===== src/rtl/bpp_pkg.sv =====
// Package: shared types for the Booth partial product generator.
// Assumes nothing beyond IEEE 1800-2017 packed structs.
package bpp_pkg;

    // Decoded selection for one recoded window
    typedef struct packed {
        logic neg;   // multiple is negative (complement and add one)
        logic one;   // magnitude one: take y[j]
        logic two;   // magnitude two: take y[j-1]
    } booth_code_t;

    // Number of recoded rows for a multiplier of width xw
    function automatic int unsigned row_count(input int unsigned xw);
        return (xw + 1) / 2;
    endfunction

endpackage


===== src/rtl/bpp_recoder.sv =====
// Module: bpp_recoder
// Decodes one three-bit window of the extended multiplier into a
// magnitude/sign selection. Purely combinational; the window is
// assumed already extended with the low zero and duplicated sign.
module bpp_recoder
    import bpp_pkg::*;
(
    input  logic [2:0]  win_i,
    output booth_code_t code_o
);

    // Map window to {neg, one, two}; 000 and 111 give no selection
    always_comb begin
        code_o.one = win_i[1] ^ win_i[0];
        code_o.two = (win_i[2] & ~win_i[1] & ~win_i[0]) |
                     (~win_i[2] & win_i[1] & win_i[0]);
        code_o.neg = win_i[2] & ~(win_i[1] & win_i[0]);
    end

endmodule


===== src/rtl/bpp_row.sv =====
// Module: bpp_row
// Builds one unshifted partial product row of YW+3 bits from a
// decoded window and the multiplicand. Bits 0..YW are the selected
// multiple (complemented when negative). The top two bits carry the
// sign handling: for the first row, a repeat of bit YW and its
// inverse; for later rows, bit YW inverted and a constant one above.
// Assumes YW >= 4.
module bpp_row
    import bpp_pkg::*;
#(
    parameter int YW    = 16,
    parameter bit FIRST = 1'b0
) (
    input  booth_code_t     code_i,
    input  logic [YW-1:0]   y_i,
    output logic [YW+2:0]   bits_o
);

    localparam int EW = YW + 2;   // extended multiplicand width

    logic [EW-1:0] y_ext;         // {sign, y, 0}
    logic [YW:0]   sel;           // selected and sign-applied bits

    // Extend the multiplicand with a low zero and a repeated sign
    always_comb begin
        y_ext = {y_i[YW-1], y_i, 1'b0};
    end

    // Select y[j] or y[j-1] per bit and complement for negative multiples
    always_comb begin
        for (int j = 0; j <= YW; j++) begin
            logic raw;
            raw    = code_i.one ? y_ext[j+1] : (code_i.two ? y_ext[j] : 1'b0);
            sel[j] = raw ^ code_i.neg;
        end
    end

    generate
        if (FIRST) begin : g_first
            // First row: repeat the top bit, then place its inverse
            always_comb begin
                bits_o = {~sel[YW], sel[YW], sel};
            end
        end else begin : g_later
            // Later rows: invert the top bit and add a constant one above
            always_comb begin
                bits_o = {1'b1, ~sel[YW], sel[YW-1:0]};
            end
        end
    endgenerate

endmodule


===== src/rtl/booth_pp_gen.sv =====
// Module: booth_pp_gen
// Radix-4 Booth partial product generator. It recodes X in windows
// stepping by two and builds one row per window, placed at column 2k
// and truncated to XW+YW bits. It also collects the negation bits into
// a separate correction vector. One register stage with a synchronous
// active-low reset sits on the outputs.
// Assumes XW >= 4 and YW >= XW; both operands are two's complement.
module booth_pp_gen
    import bpp_pkg::*;
#(
    parameter int XW = 16,
    parameter int YW = 16
) (
    input  logic                       clk,
    input  logic                       rst_n,
    input  logic [XW-1:0]              x_i,
    input  logic [YW-1:0]              y_i,
    output logic [row_count(XW)*(XW+YW)-1:0] rows_o,
    output logic [XW+YW-1:0]           corr_o
);

    localparam int NR   = row_count(XW);   // recoded rows
    localparam int PW   = XW + YW;         // product width
    localparam int RW   = YW + 3;          // unshifted row width
    localparam int WIDE = PW + RW;         // room for shifting
    localparam int XEW  = 2 * NR + 1;      // extended multiplier width

    logic [XEW-1:0]     x_ext;
    booth_code_t        code   [NR];
    logic [NR*PW-1:0]   rows_next;
    logic [PW-1:0]      corr_next;

    // Extend X with a low zero; odd widths also take a repeated sign bit
    always_comb begin
        x_ext = XEW'({x_i[XW-1], x_i, 1'b0});
    end

    generate
        for (genvar k = 0; k < NR; k++) begin : g_row
            logic [RW-1:0]   bits;
            logic [WIDE-1:0] shifted;

            bpp_recoder u_rec (
                .win_i  (x_ext[2*k+2:2*k]),
                .code_o (code[k])
            );

            bpp_row #(
                .YW    (YW),
                .FIRST (k == 0)
            ) u_row (
                .code_i (code[k]),
                .y_i    (y_i),
                .bits_o (bits)
            );

            // Place the row at column 2k and drop columns at or above PW
            always_comb begin
                shifted                = WIDE'(bits) << (2 * k);
                rows_next[k*PW +: PW]  = shifted[PW-1:0];
            end
        end
    endgenerate

    // Gather each row's negation bit into its lowest column
    always_comb begin
        corr_next = '0;
        for (int k = 0; k < NR; k++) begin
            corr_next[2*k] = code[k].neg;
        end
    end

    // Output register stage with synchronous active-low clear
    always_ff @(posedge clk) begin
        if (!rst_n) begin
            rows_o <= '0;
            corr_o <= '0;
        end else begin
            rows_o <= rows_next;
            corr_o <= corr_next;
        end
    end

endmodule


===== config.mk =====
export PLATFORM = sky130hd
export DESIGN_NAME = booth_pp_gen
export DESIGN_NICKNAME = d
export VERILOG_FILES = /design/src/rtl/bpp_pkg.sv /design/src/rtl/bpp_recoder.sv /design/src/rtl/bpp_row.sv /design/src/rtl/booth_pp_gen.sv
export SDC_FILE = /design/constraint.sdc
export NUM_CORES = 1
export LEC_CHECK = 0
export BUFFER_PORTS_ARGS = -buffer_cell sky130_fd_sc_hd__buf_2
export CAP_MARGIN = 0
export CORE_AREA = 2 2 137 139
export DETAILED_ROUTE_END_ITERATION = 10
export DIE_AREA = 0 0 139 141
export PLACE_DENSITY_LB_ADDON = 0.2
export SYNTH_ARGS = -nofsm -noshare
export SYNTH_HDL_FRONTEND = slang
export SYNTH_SLANG_ARGS = --single-unit

===== constraint.sdc =====
create_clock -name clk -period 2.05 [get_ports clk]
set_clock_uncertainty 0.15 [all_clocks]
set_input_delay 0.41 -clock clk [delete_from_list [all_inputs] [get_ports clk]]
set_output_delay 0.41 -clock clk [all_outputs]
set_load 0.03 [all_outputs]

==> flow_summary.toml <==
[outcome]
outcome = "finished, final reports clean"

[logic_synthesis]
synth.distinct_cells = 25
syn_area_per_cell_um2 = 10.5
syn_area_um2 = 8910
synth.ff_latch_count = 146
yosysTopAreaCellShare_pct = 32.8
yosys-top-cells-area = "dfxtp_1, mux2_2, mux2i_1"
yosys.area.top_type = "dfxtp_1"
syn_inst = 847
ys_warn_count = 0
ys_seq_area_share_pct = 32.8

[hold_path]
hold_depth = 2
hp-class = "input pin to register"

[sta]
period_share_pct = 92.6
slew_viol_final = 0
tightest_slew_ns = 1.37
rsz0062_at_grt = "no"
maxSlewHeadroom_pct = 7.99
setup_viol = 0
hold_viol_final = 0
setup_tns_ns = 0
layout_setup_ws_ns = 0.151
clock.fmax_mhz = 527
fin_crit_ns = 1.90

[worst_setup_path]
arrival_ns = 2.04
crit_slowest_cell = "nor3b_2"
path_cells = "buf_2 -> nor3b_2 -> o31ai_1 -> mux2i_1"
cp-start-kind = "input pin"
cp_slowest_stage_delay_ns = 1.10
path_max_fanout = 16
worstSetupPathType = "input pin to register"
timing.critical_path.required_ns = 2.20
endpoint_kind = "register"

[placed_design]
place_area_um2 = 9440
place_ws_ns = -0.281
io_buffers = 186
post-dp-hpwl_um = 13200
gp_congestion = 0.754

[route]
postRouteAntennaNets = 0
via_count = 6000
wirelength_um = 20700
drc = 0
wire_per_inst_um = 16.8
drt_first_pass_iters = 5
first_iter_violations = 208
drt-vias-per-instance = 4.86

[power]
vdd_drop_max_mv = 0.598
comb_power_share_pct = 30.8
pwr-share-clk_pct = 32.9
p_total_uw = 8810
p_sw_uw = 3090
p_per_area_nw_per_um2 = 882
p_leak_uw = 0.00496
switching_share_pct = 35.1
seq_power_share_pct = 36.3
power.internal_uw = 5720

[die]
core-area_um2 = 18300
start_util_pct = 48.8
rows = 50
num_io_pins = 322
dieArea_um2 = 19600
dieWidth_um = 139
die_y_um = 141

[cells_and_area]
fin_area_um2 = 9990
final_layout_size_suffix_gt1_share_pct = 42.4
fin_nets = 1029
n_antenna_cell = 0
syn2layout_area_growth_pct = 12.1
nFillCells = 1659

[global_routing]
grt_pass1_wl_um = 31200
grt_pass1_vias = 5427
overflow = 0
grt_usage_pct = 20.5
grt_max_degree = 42
antenna_found_initial = 1

[clocking]
clockBufferDepth = 2
post_cts_buffers = 0
post_cts_resized = 0
cts-root-buf = "clkbuf_16"
path_clk_slew_ns = 0.06
cts.sinks = 146
numCtsBuffers = 17
tritoncts = "done"
postCtsHoldBufs = 0
htreeDepth = 4

[flow_run]
maxCapViolations = 0
-- flip-flops by register name, summed over array words and instances (netlist names) --
signal  flops
corr_o      8
rows_o    138
-- logic make-up (layout without fill, tap and decap cells) --
group,count (synthesis),after routing,synth area share (%)
AOI/OAI and AO/OA,143,143,14.8
xor gates and xnor gates,22,22,2.16
adders and majority gates,7,7,0.983
buffers and inverters,241,261,18.1
DFF,146,146,32.8
muxes,217,217,25.9
other,1,135,0.0421
and+or+nand+nor,70,70,5.31
-- layout by cell type (no fill, tap or decap), types with 9 or more instances in the layout --
cell         n
mux2_2     105
o31ai_2     60
buf_12      10
nand2_1     15
inv_1        9
o21ai_0     15
mux2i_1    112
and2_1      10
buf_4       24
nor2b_1     20
buf_2      186
o31ai_1     51
a21oi_1     15
clkbuf_16   17
dfxtp_1    146
conb_1     135
xnor2_1     22
-- per-stage QoR --
stage | hold slack (ns) | utilization [%] | std cells
4_1_cts | 0.177 | 54.7 | 1235
2_1_floorplan | 0.288 | - | 981
6_report | 0.184 | 54.7 | 1235
3_5_place_dp | 0.631 | 51.7 | 1203
5_1_grt | 0.185 | 54.7 | 1235
3_3_place_gp | 0.630 | 51.7 | 1203
-- power by group through the flow --
stage               Combinational (uW)  Sequential, uW  Clock, uW
floorplan                         1770            3820          0
global placement                  2700            3270          0
detailed placement                2720            3260          0
CTS                               2720            3200       2970
global route                      2880            3230       3090
finish                            2710            3200       2890
-- critical path, delay by kind of cell --
family	cells	cell delay [ns]
AND/OR/NAND/NOR	1	1.10
buffers and inverters	1	0.15
AO/OA/AOI/OAI	1	0.19
multiplexers	1	0.18
-- layer usage --
layer,part of all wire [%],wire length [um],vias to the layer above,track usage [%]
met2,46,9560,185,32.3
li1,-,-,2980,-
met5,0.063,13,-,0
met1,47,9770,2816,28.0
met3,5.5,1140,17,4.82
met4,1.1,223,2,6.54
-- area by class of cell --
cell class / instances / area [um2] / area share [%]
flip-flops and latches: 146 / 2920 / 29.3
well taps: 234 / 293 / 2.93
multi-input cells: 594 / 4880 / 48.9
inverters: 9 / 33.8 / 0.338
clock buffers: 18 / 429 / 4.30
clock inverters: 14 / 118 / 1.18
repair buffers: 220 / 1310 / 13.1
-- synthesized netlist by cell type --
master and n:
nand2_1 15, o31ai_2 60, a21oi_1 15, and2_1 10, o21ai_0 15, conb_1 1
inv_1 9, xnor2_1 22, o31ai_4 1, buf_4 144, o31ai_1 51, o311a_1 1
mux2i_1 112, clkbuf_1 33, buf_6 15, nand2b_1 7, ha_1 7, dfxtp_1 146
nor3b_4 1, nor2b_1 20, buf_2 40, and3b_1 7, nor3b_2 6, and2b_1 4
mux2_2 105
-- path summary, 6_finish.rpt --
path	end	start	slack, ns
worst max-delay path	rows_o[171]	x_i[9]	0.15
worst min-delay path	rows_o[221]	rst_n	0.18
Power figures use the tool's default switching activity.
